**src/rtl/nck_pkg.sv**
```systemverilog
package nck_pkg;
  localparam int SYM_W  = 4;
  localparam int N_CH   = 3;
  localparam int DIG_W  = 2;
  localparam int PAY_W  = 6;
  localparam int WORD_W = SYM_W * N_CH;
  localparam int CNT_W  = $clog2(N_CH + 1);
  localparam int SUM_W  = $clog2(2 * N_CH + 1);
  localparam int DST_W  = $clog2(SYM_W + 1);

  typedef struct packed {
    logic             ok;
    logic [DIG_W-1:0] dig;
    logic             mb;
    logic [SYM_W-1:0] raw;
  } sym_info_t;

  typedef struct packed {
    logic [PAY_W-1:0] pay;
    logic             corr;
    logic             unc;
    logic             chk;
  } dec_res_t;

  function automatic logic [SYM_W-1:0] member_sym(input logic [DIG_W-1:0] d, input logic b);
    case ({d, b})
      3'b000:  member_sym = 4'b0011;
      3'b001:  member_sym = 4'b1100;
      3'b010:  member_sym = 4'b0101;
      3'b011:  member_sym = 4'b1010;
      3'b100:  member_sym = 4'b0110;
      3'b101:  member_sym = 4'b1001;
      default: member_sym = 4'b0000;
    endcase
  endfunction

  function automatic logic [DST_W-1:0] weight(input logic [SYM_W-1:0] v);
    logic [DST_W-1:0] w;
    w = '0;
    for (int i = 0; i < SYM_W; i++) w = w + DST_W'(v[i]);
    return w;
  endfunction

  function automatic logic [DIG_W-1:0] mod3(input logic [SUM_W-1:0] v);
    return DIG_W'(v % SUM_W'(3));
  endfunction
endpackage

```
**src/rtl/nck_sym_classify.sv**
```systemverilog
module nck_sym_classify
  import nck_pkg::*;
(
  input  logic [SYM_W-1:0] sym,
  output sym_info_t        info
);
  logic [DIG_W-1:0] dig;

  always_comb begin
    if (sym[3] == sym[2])      dig = 2'd0;
    else if (sym[3] == sym[1]) dig = 2'd1;
    else                       dig = 2'd2;
  end

  assign info.ok  = (weight(sym) == DST_W'(2));
  assign info.dig = dig;
  assign info.mb  = sym[SYM_W-1];
  assign info.raw = sym;
endmodule

```
**src/rtl/nck_erasure_resolver.sv**
```systemverilog
module nck_erasure_resolver
  import nck_pkg::*;
(
  input  sym_info_t [N_CH-1:0] info,
  output dec_res_t             res
);
  logic [CNT_W-1:0] nbad;
  logic [SUM_W-1:0] sum_good;
  logic [SYM_W-1:0] raw_bad;
  logic [DIG_W-1:0] rem;
  logic [DIG_W-1:0] missing;
  logic [DST_W-1:0] dist0, dist1;
  logic             tie, fix_mb;
  logic [DIG_W-1:0] dig_f [N_CH];
  logic             mb_f  [N_CH];
  logic [3:0]       s_val;
  logic             pair22;
  logic             unc;

  always_comb begin
    nbad     = '0;
    sum_good = '0;
    raw_bad  = '0;
    for (int ch = 0; ch < N_CH; ch++) begin
      if (info[ch].ok) begin
        sum_good = sum_good + SUM_W'(info[ch].dig);
      end else begin
        nbad    = nbad + CNT_W'(1);
        raw_bad = info[ch].raw;
      end
    end
  end

  assign rem     = mod3(sum_good);
  assign missing = (rem == 2'd0) ? 2'd0 : (2'd3 - rem);
  assign dist0   = weight(raw_bad ^ member_sym(missing, 1'b0));
  assign dist1   = weight(raw_bad ^ member_sym(missing, 1'b1));
  assign tie     = (dist0 == dist1);
  assign fix_mb  = (dist1 < dist0);

  always_comb begin
    for (int ch = 0; ch < N_CH; ch++) begin
      dig_f[ch] = info[ch].ok ? info[ch].dig : missing;
      mb_f[ch]  = info[ch].ok ? info[ch].mb  : fix_mb;
    end
  end

  assign s_val  = 4'(dig_f[0]) * 4'd3 + 4'(dig_f[1]);
  assign pair22 = (dig_f[0] == 2'd2) && (dig_f[1] == 2'd2);

  assign unc = (nbad >= CNT_W'(2)) || ((nbad == CNT_W'(1)) && tie) || pair22;

  assign res.unc  = unc;
  assign res.corr = (nbad == CNT_W'(1)) && !unc;
  assign res.chk  = (nbad == '0) && (rem != 2'd0);
  assign res.pay  = unc ? '0 : {s_val[2:0], mb_f[0], mb_f[1], mb_f[2]};
endmodule

```
**src/rtl/nck_pipe_reg.sv**
```systemverilog
module nck_pipe_reg #(
  parameter int W = 8
) (
  input  logic         clk,
  input  logic         rst_n,
  input  logic         up_valid,
  output logic         up_ready,
  input  logic [W-1:0] up_data,
  output logic         dn_valid,
  input  logic         dn_ready,
  output logic [W-1:0] dn_data
);
  logic         v;
  logic [W-1:0] q;

  assign up_ready = !v || dn_ready;
  assign dn_valid = v;
  assign dn_data  = q;

  always_ff @(posedge clk or negedge rst_n) begin
    if (!rst_n) begin
      v <= 1'b0;
      q <= '0;
    end else if (up_ready) begin
      v <= up_valid;
      if (up_valid) q <= up_data;
    end
  end
endmodule

```
**src/rtl/nck_ecc_decoder.sv**
```systemverilog
module nck_ecc_decoder
  import nck_pkg::*;
(
  input  logic              clk,
  input  logic              rst_n,
  input  logic              in_valid,
  output logic              in_ready,
  input  logic [WORD_W-1:0] in_word,
  output logic              out_valid,
  input  logic              out_ready,
  output logic [PAY_W-1:0]  out_payload,
  output logic              out_corrected,
  output logic              out_uncorrectable,
  output logic              out_chk_err
);
  localparam int S1_W = $bits(sym_info_t) * N_CH;
  localparam int S2_W = $bits(dec_res_t);

  sym_info_t [N_CH-1:0] cls_info;
  sym_info_t [N_CH-1:0] s1_info;
  logic [S1_W-1:0]      s1_q;
  logic                 s1_valid, s1_ready;
  dec_res_t             res_d, res_q;
  logic [S2_W-1:0]      s2_q;

  for (genvar ch = 0; ch < N_CH; ch++) begin : g_cls
    nck_sym_classify u_cls (
      .sym  (in_word[WORD_W-1-ch*SYM_W -: SYM_W]),
      .info (cls_info[ch])
    );
  end

  nck_pipe_reg #(.W(S1_W)) u_s1 (
    .clk      (clk),
    .rst_n    (rst_n),
    .up_valid (in_valid),
    .up_ready (in_ready),
    .up_data  (cls_info),
    .dn_valid (s1_valid),
    .dn_ready (s1_ready),
    .dn_data  (s1_q)
  );

  assign s1_info = s1_q;

  nck_erasure_resolver u_res (
    .info (s1_info),
    .res  (res_d)
  );

  nck_pipe_reg #(.W(S2_W)) u_s2 (
    .clk      (clk),
    .rst_n    (rst_n),
    .up_valid (s1_valid),
    .up_ready (s1_ready),
    .up_data  (res_d),
    .dn_valid (out_valid),
    .dn_ready (out_ready),
    .dn_data  (s2_q)
  );

  assign res_q             = s2_q;
  assign out_payload       = res_q.pay;
  assign out_corrected     = res_q.corr;
  assign out_uncorrectable = res_q.unc;
  assign out_chk_err       = res_q.chk;
endmodule

```
**config.mk**
```make
export PLATFORM = sky130hd
export DESIGN_NAME = nck_ecc_decoder
export DESIGN_NICKNAME = d
export VERILOG_FILES = /design/src/rtl/nck_pkg.sv /design/src/rtl/nck_sym_classify.sv /design/src/rtl/nck_erasure_resolver.sv /design/src/rtl/nck_pipe_reg.sv /design/src/rtl/nck_ecc_decoder.sv
export SDC_FILE = /design/constraint.sdc
export NUM_CORES = 1
export LEC_CHECK = 0
export ABC_AREA = 1
export BUFFER_PORTS_ARGS = -buffer_cell sky130_fd_sc_hd__buf_2
export CORE_MARGIN = 1.5
export CORE_UTILIZATION = 41
export CTS_BUF_LIST = sky130_fd_sc_hd__clkbuf_16
export CTS_CLUSTER_DIAMETER = 50
export DETAILED_ROUTE_END_ITERATION = 10
export SLEW_MARGIN = 20
export SYNTH_ARGS = -nofsm -noshare
export SYNTH_HDL_FRONTEND = slang
export SYNTH_SLANG_ARGS = --single-unit
```
**constraint.sdc**
```tcl
create_clock -name clk -period 4.7 [get_ports clk]
set_clock_uncertainty 0.05 [all_clocks]
set_input_delay 0.47 -clock clk [delete_from_list [all_inputs] [get_ports clk]]
set_output_delay 0.47 -clock clk [all_outputs]
set_load 0.02 [all_outputs]
```
Word level (Yosys, flattened, before mapping)
Index checks and enable logic that the tools add are counted.
{"block": "word_totals", "reg_bits": 35, "inputBits": 16, "wordCells": 87}
{"block": "classes", "n_mul": 1, "n_eq_ne": 15, "addsub": 21, "muxes": 24, "reduce_logical": 17, "div_mod_pow": 1, "bitwise": 2, "order_cmp": 2}
{"operator": "adder 3 x 1 -> 3 bit", "count": 10}
{"operator": "two-way mux 2 bit", "count": 12}
{"operator": "two-way mux 4 bit", "count": 3}
{"operator": "case mux 4 bit (3 select lines)", "count": 1}
{"operator": "adder 1 x 1 -> 2 bit", "count": 5}
{"operator": "equality test 3 x 2 -> 1 bit, second input constant", "count": 3}
{"operator": "case mux 3 bit (3 select lines)", "count": 1}
{"operator": "adder 3 x 2 -> 3 bit", "count": 2}
{"operator": "equality test 1 bit", "count": 6}
{"operator": "equality test 2 bit, second input constant", "count": 3}
{"operator": "zero test 2 bit", "count": 3}
{"operator": "two-way mux 3 bit", "count": 2}
{"operator": "two-way mux 6 bit", "count": 1}
{"operator": "equality test 2 x 1 -> 1 bit, second input constant", "count": 2}
{"operator": "logical AND 1 bit", "count": 4}
{"operator": "logical OR 1 bit", "count": 4}
{"operator": "two-way mux 1 bit", "count": 4}
{"operator": "AND reduction 2 bit", "count": 2}
{"operator": "XOR 4 x 3 -> 4 bit", "count": 1}
{"operator": "XOR 4 bit", "count": 1}
{"operator": "adder 2 x 2 -> 3 bit", "count": 1}
{"operator": "equality test 3 bit", "count": 1}
{"operator": "zero test 1 bit", "count": 3}
{"operator": "less-than comparator 3 bit", "count": 1}
{"operator": "other kinds (7)", "count": 7}

Longest topological paths before layout
Gate-level depths: netlist (run 1).
{"block": "depth", "word_depth": 20, "ltp_mapped": 34}

Modules after synthesis
A second synthesis (run 1) with hierarchy kept.
{"block": "unflattened", "cells_unflattened": 377, "area_unflattened_um2": 2997.9}
{"module": "nck_pipe_reg (u_s1)", "area_per_inst_um2": 1093.5, "n_inst": 1, "seq_area_each_um2": 625.6, "cells_per_inst": 108}
{"module": "nck_erasure_resolver", "area_per_inst_um2": 963.4, "n_inst": 1, "seq_area_each_um2": 0.0, "cells_per_inst": 148}
{"module": "nck_sym_classify", "area_per_inst_um2": 158.9, "n_inst": 3, "seq_area_each_um2": 0.0, "cells_per_inst": 26}
{"module": "nck_pipe_reg (u_s2)", "area_per_inst_um2": 464.2, "n_inst": 1, "seq_area_each_um2": 250.2, "cells_per_inst": 43}

Least setup slack after synthesis (run 1)
No wires, ideal clock.
{"block": "synth_path", "path_type": "reg-to-reg", "start": "reg u_s1.q[7] (netlist: u_s1.dn_data[7])", "end": "reg u_s2.q[3] (netlist: u_s2.dn_data[3])", "t_arrival_ns": 4.806, "slack_ns": -0.274, "path_stages_with_launch": 31, "setup_ns": 0.118, "synth_period_minus_slack_ns": 4.974, "t_required_ns": 4.532, "cell_sequence": "dfrtp_1 > nand2_2 > inv_1 > ha_1 > fa_1 > inv_1 > nand2_1 > and2_1 > fa_1 > nand2_1 > nand3_1 > nand2_1 > a21oi_2 > ha_1 > inv_1 > nand2_1 > o21bai_1 > nand2_2 > ha_1 > xnor2_1 > ha_1 > inv_1 > fa_1 > inv_1 > ha_1 > ha_1 > nand2_1 > o21ai_0 > a21oi_1 > nand3_1 > nand2_1"}
{"block": "synth_via", "elab_chain_len": 19, "elab_cells_between_ends": 44, "classes_between": "add/sub: 11; div: 1; order compare: 2; eq/ne: 6; mux: 16; bitwise: 2; reduce/logical: 6"}
{"item": "start, declared", "line_no": "nck_pipe_reg.sv:14", "source": "logic [W-1:0] q;"}
{"item": "start signal, assigned", "line_no": "nck_pipe_reg.sv:26", "source": "if (up_valid) q <= up_data;"}
{"item": "branches (longest 18 deep; another with adder 2 x 2 -> 3 bit)"}
{"item": "two-way mux 6 bit *", "line_no": "nck_erasure_resolver.sv:56", "source": "assign res.pay = unc ? '0 : {s_val[2:0], mb_f[0], mb_f[1], mb_f[2]};"}
{"item": "end signal, assigned", "line_no": "nck_pipe_reg.sv:26"}
{"item": "end, declared", "line_no": "nck_pipe_reg.sv:14"}
Every way passes the cells marked *.
A chain may end at the register's enable or synchronous reset.

Worst setup path in the final report (run 1)
Same ends and word-level chain as after synthesis.

==> results of run 1 <==
metal layers:
layer  track usage, %  vias up
met1             24.5      923
met2             32.4       27
met5                0        -
met3             3.43       14
li1                 -     1023
met4             7.02        0
cells by family after synthesis:
logic type	synth area share (%)
fa+ha+maj	19.1
compound gates	11.0
xor+xnor	5.04
buf+inv	9.09
simple gates	22.5
flops	33.3
synthesized netlist by cell type, drive strengths merged:
cell    count  area [um^2]
nand2      91          359
inv        47          176
dfrtp      32          801
ha         24          300
nand3      21          140
o21ai      18         97.6
xnor2      10         95.1
a21oi       9         48.8
o31ai       9         67.6
fa          8          160
buf         4         23.8
clkbuf      4         15.0
xor2        3         26.3
and2        2         13.8
nand3b      2         15.0
nor2        2         7.51
a41oi       1         27.5
clkinv      1         3.75
nor3        1         5.00
o211ai      1         7.51
o21bai      1         7.51
o41ai       1         8.76
final cells by class:
| type | instances | area (um^2) | share of cell area [%] |
|---|---|---|---|
| multi-input cells | 204 | 1590 | 51.2 |
| flip-flops and latches | 32 | 802 | 25.8 |
| repair buffers | 46 | 280 | 9.00 |
| inverters | 48 | 185 | 5.95 |
| clock buffers | 5 | 125 | 4.02 |
| well taps | 72 | 90.1 | 2.89 |
| clock inverters | 3 | 37.5 | 1.21 |
registers in the layout (all words and copies together) (netlist names):
register,count
u_s2.dn_data,9
u_s2.dn_valid,1
u_s1.dn_valid,1
u_s1.dn_data,21
report_power, final:
part	internal (mW)	switching (mW)	total, mW
Clock	0.246	0.114	0.360
Sequential	0.339	0.0484	0.387
Combinational	0.829	0.929	1.76
per-stage QoR:
step | setup TNS (ps) | hold WS, ps
6_report | -310 | 207
5_1_grt | -2440 | 260
4_1_cts | -606 | 227
3_5_place_dp | -1290 | 410
3_3_place_gp | -277 | 412
2_1_floorplan | 0 | 124
layout by cell type (no fill, tap or decap), drive strengths merged, types with 2 or more instances in the layout:
cell / instances
nand3b: 2
nor2: 2
a21oi: 9
nand2: 91
dfrtp: 32
o31ai: 9
clkinv: 3
fa: 8
o21ai: 18
inv: 47
nand3: 21
xnor2: 10
clkbuf: 5
ha: 24
and2: 2
buf: 46
xor2: 3
timing repair:
action | 4_1_cts | 5_1_grt
endpoints found under the setup margin | 8 | 8
buffers inserted | 4 | 1
resized for setup | 22 | 12
pin swaps | 28 | 13
worst max path at each step:
stage / from / end / slack [ps]
after floorplan: u_s1.dn_data[7] / u_s2.dn_data[1] / 0.8
after global placement: u_s1.dn_data[7] / u_s2.dn_data[3] / -90
after detailed placement: u_s1.dn_data[7] / u_s2.dn_data[3] / -220
after CTS: u_s1.dn_data[7] / u_s2.dn_data[3] / -100
after global routing: u_s1.dn_data[7] / u_s2.dn_data[3] / -380
final: u_s1.dn_data[7] / u_s2.dn_data[3] / -110
==> flow_metrics.py, run 1 <==
metrics = {
    "logic_synthesis": {
        "syn-num-nets": 340,
        "postSynthCellCount": 292,
        "seq_area_frac_synth_pct": 33.3,
        "ys_types": 32,
        "synth_area_um2": 2410,
        "ys_warn_count": 0,
        "ys_seq_elements": 32,
        "avgSynthCellArea_um2": 8.24,
    },
    "power": {
        "p_leak_nw": 1.59,
        "vdd_drop_max_mv": 0.970,
        "pwr_density_cell_nw_per_um2": 805,
        "power_mw": 2.50,
    },
    "drt": {
        "avgViaCountPerCell": 4.85,
        "wl_met3_um": 110,
        "wl_per_cell_um": 13.1,
        "drtIter0Drc": 105,
        "first_pass_iters": 4,
        "ant_nets": 0,
        "drt-met1-wl_um": 2500,
        "routed_wl_um": 5360,
        "top_layer": "met4",
        "drc": 0,
        "route.met2.wl_um": 2620,
        "num_vias": 1987,
    },
    "cts": {
        "cts_buffers": 5,
        "clock_sinks": 32,
        "postCtsHoldBufs": 0,
        "cts_tree": "yes",
        "cts_root_buf": "clkbuf_16",
        "clkTransAtPathRegs_ps": 50,
        "cts.path.max_buffers": 2,
        "worstSkewPairLatency_ps": 280,
        "h-tree-depth": 2,
    },
    "floorplan": {
        "die-area_um2": 6340,
        "core_area_um2": 5570,
        "die_y_um": 79.6,
        "die_x_um": 79.6,
        "pin_count": 27,
        "fp-row-count": 27,
        "initial_core_util_pct": 43.2,
    },
    "worst_setup_path": {
        "crit_type": "flip-flop to flip-flop",
        "r2r-end": "u_s2.dn_data[3]",
        "max_stage_delay_ps": 520,
        "timing.rr.start": "u_s1.dn_data[7]",
        "path_depth": 30,
        "cp_top_family": "adder cells",
        "reg2reg_depth": 30,
        "cp_max_fo": 4,
        "required_ps": 4810,
        "start_kind": "flip-flop",
        "critPathBufInv": 6,
        "critPathSlowestCell": "fa_2",
        "crit_arrival_ps": 4920,
        "cp-end-kind": "flip-flop",
        "r2r_setup_slack_ps": -110,
        "cp_common_cell": "nand2_2",
    },
    "global_routing": {
        "antenna_found_initial": 0,
        "grt_pass1_wl_um": 9330,
        "track_usage_pct": 19.2,
        "grt_max_degree": 39,
        "grt_overflow": 0,
        "grt_pass1_vias": 2021,
    },
    "finish": {
        "fin_area_um2": 3110,
        "area_growth_pct": 29.3,
        "diodes": 0,
        "drive_above_1_share_pct": 34.0,
        "finish.net_count": 385,
        "fin_util_pct": 55.8,
        "fin_cells": 410,
        "fillers": 532,
    },
    "timing": {
        "fmax_mhz": 208,
        "setup_viol": 4,
        "drv_slew": 0,
        "tightest_slew_ps": 783,
        "fin_crit_ps": 4810,
        "worst_slack_ps": -114,
        "slew_headroom_pct": 47.3,
        "rsz0062_at_grt": "yes",
        "finalHoldViolations": 0,
        "timing.final.crit_share_pct": 102,
    },
    "worst_hold_path": {
        "hp-class": "input port to asynchronous set/reset pin",
    },
    "run": {
        "maxCapViolations": 0,
    },
    "outcome": {
        "violations": "setup timing",
        "outcome": "complete, but fails checks",
    },
    "placement": {
        "portBuffers": 26,
        "finalWeightedCongestion": 0.865,
        "dp.cells": 397,
        "place_area_um2": 2770,
        "place.detailed.hpwl_um": 3980,
        "pre_cts_slack_ps": -220,
    },
}
Power figures use the tool's default switching activity.
==> run 2: changes to the inputs <==
--- a/config.mk
+++ b/config.mk
@@ -6,6 +6,7 @@
 export NUM_CORES = 1
 export LEC_CHECK = 0
 export ABC_AREA = 1
+export ABC_CLOCK_PERIOD_IN_PS = 4700
 export BUFFER_PORTS_ARGS = -buffer_cell sky130_fd_sc_hd__buf_2
 export CORE_MARGIN = 1.5
 export CORE_UTILIZATION = 41
@@ -15,4 +16,5 @@
 export SLEW_MARGIN = 20
 export SYNTH_ARGS = -nofsm -noshare
 export SYNTH_HDL_FRONTEND = slang
+export SYNTH_HIERARCHICAL = 1
 export SYNTH_SLANG_ARGS = --single-unit
==> flow_metrics.py, run 2 <==
metrics = {
    "drt": {
        "num_vias": 2449,
        "drc": 0,
        "first_pass_iters": 4,
        "drtIter0Drc": 132,
        "avgViaCountPerCell": 4.73,
        "routed_wl_um": 6610,
        "ant_nets": 0,
        "wl_per_cell_um": 12.8,
    },
    "timing": {
        "finalHoldViolations": 0,
        "drv_slew": 0,
        "rsz0062_at_grt": "yes",
        "fmax_mhz": 197,
        "worst_slack_ps": -382,
        "timing.final.crit_share_pct": 108,
        "slew_headroom_pct": 37.4,
        "setup_viol": 8,
        "tightest_slew_ps": 929,
        "fin_crit_ps": 5080,
        "whs_ps": 232,
    },
    "logic_synthesis": {
        "synth.largest_area_cell": "dfrtp_1",
        "synth-edff-count": 0,
        "ys_types": 27,
        "avgSynthCellArea_um2": 7.95,
        "ys_async_sr_fraction_pct": 100,
        "synth.area.top_cells": "dfrtp_1, nand2_1, ha_1",
        "postSynthCellCount": 377,
        "synth-main-ff-cell": "dfrtp_1",
        "synth_area_um2": 3000,
        "synth_commonest_cells": "nand2_1, inv_1, nand3_1, dfrtp_1, nand2_2",
        "synth_top_area_share_pct": 29.2,
        "seq_area_frac_synth_pct": 29.2,
        "ys_seq_elements": 35,
        "synth_most_common_cell": "nand2_1",
        "syn-num-nets": 427,
        "ys_warn_count": 6,
    },
    "worst_setup_path": {
        "crit_arrival_ps": 5190,
        "crit_type": "flip-flop to flip-flop",
        "cp-end-kind": "flip-flop",
        "max_stage_delay_ps": 530,
        "required_ps": 4810,
        "critPathSlowestCell": "fa_1",
        "cp_common_cell": "nand2_4",
        "cp_max_fo": 8,
        "start_kind": "flip-flop",
        "startpoint": "u_s1/dn_data[7]",
        "timing.rr.start": "u_s1/dn_data[7]",
        "reg2reg_depth": 32,
    },
    "cts": {
        "worstSkewPairLatency_ps": 270,
        "clkTransAtPathRegs_ps": 50,
        "cts_buffers": 5,
        "postCtsHoldBufs": 0,
        "cts.path.max_buffers": 2,
        "h-tree-depth": 2,
        "cts_root_buf": "clkbuf_16",
        "cts_tree": "yes",
        "clock_sinks": 35,
    },
    "floorplan": {
        "pin_count": 27,
        "fp-row-count": 30,
        "die_x_um": 88.5,
        "core_area_um2": 6940,
        "die-area_um2": 7830,
        "die_y_um": 88.5,
        "initial_core_util_pct": 43.2,
    },
    "finish": {
        "fin_util_pct": 53.5,
        "diodes": 0,
        "finish.net_count": 471,
        "largest_reg_flops": 24,
        "fillers": 664,
        "drive_above_1_share_pct": 40.3,
        "final_common_cell": "nand2_1",
        "area_growth_pct": 23.8,
        "final_cell_mix": "nand2_1, nand3_1, inv_1, buf_4",
    },
    "worst_hold_path": {
        "hp-class": "input port to asynchronous set/reset pin",
    },
    "power": {
        "vdd_drop_max_mv": 0.509,
        "p_leak_nw": 1.98,
        "pwr_density_cell_nw_per_um2": 744,
    },
    "global_routing": {
        "grt_pass1_wl_um": 11300,
        "grt_max_degree": 36,
        "grt_pass1_vias": 2413,
        "track_usage_pct": 18.6,
        "antenna_found_initial": 0,
        "grt_overflow": 0,
    },
    "placement": {
        "pre_cts_slack_ps": -584,
        "place.detailed.hpwl_um": 4770,
        "portBuffers": 26,
        "finalWeightedCongestion": 0.801,
    },
    "outcome": {
        "violations": "setup timing",
        "outcome": "complete, but fails checks",
    },
    "run": {
        "maxCapViolations": 0,
    },
}
## run 2: what timing repair did
action	in CTS	in global routing
cloned	0	0
resized for setup	25	28
setup buffers	9	4
pin swaps	19	24
endpoints found under the setup margin	8	8
## run 2: cell families (layout without fill, tap and decap cells)
| logic type | Yosys count | after routing | synth area share [%] |
|---|---|---|---|
| DFF | 35 | 35 | 29.2 |
| AOI/OAI and AO/OA | 16 | 16 | 3.17 |
| xor gates and xnor gates | 10 | 10 | 3.17 |
| adders and majority gates | 34 | 34 | 16.2 |
| and+or+nand+nor | 206 | 206 | 33.6 |
| buffers and inverters | 76 | 121 | 14.6 |
## run 2: power by group
part	leakage (nW)	switching (mW)	internal [mW]	total (mW)
combinational	1.47	1.08	0.962	2.04
sequential	0.443	0.0468	0.360	0.407
clock	0.0710	0.120	0.193	0.313
## run 2: worst max-delay path: cells and delay by family, from the launching register on
kind,cells,cell delay (ps)
fa+ha+maj,8,2560
buf+inv,7,490
simple gates,16,1330
xor+xnor,1,130
flops,1,380
## run 2: metrics by stage
| step | cell area [um^2] | total power [mW] | std cells | setup TNS [ps] |
|---|---|---|---|---|
| after floorplan | 3060 | 1.42 | 377 | -2340 |
| after global placement | 3240 | 1.70 | 497 | -2930 |
| after detailed placement | 3240 | 1.73 | 497 | -4340 |
| after CTS | 3550 | 2.41 | 514 | -3700 |
| after global routing | 3710 | 3.04 | 518 | -4920 |
| final | 3710 | 2.76 | 518 | -2920 |
## run 2: final cells by class
class,count,area [um^2],area share (%)
flip-flops and latches,35,876,23.6
clock buffers,5,125,3.37
inverters,49,191,5.16
clock inverters,3,16.3,0.438
repair buffers,64,415,11.2
well taps,96,120,3.24
multi-input cells,266,1970,53.0
## run 2: metal layers
metal  part of all wire, %  routed length [um]  track usage (%)
met5                     0                   0                0
met4                  0.51                  34             3.69
met1                    45                3000             24.8
met3                   2.6                 170             2.89
met2                    51                3400             32.2
## run 2: final timing paths
path,to,slack [ps]
max in group asynchronous,u_s1/dn_data[2],3860
setup / recovery,u_s2/dn_data[5],-380
setup reg to reg,u_s2/dn_data[5],-380
hold / removal,u_s2/dn_valid,230
hold reg to reg,u_s2/dn_data[7],410
min in group clk,u_s1/dn_data[8],380
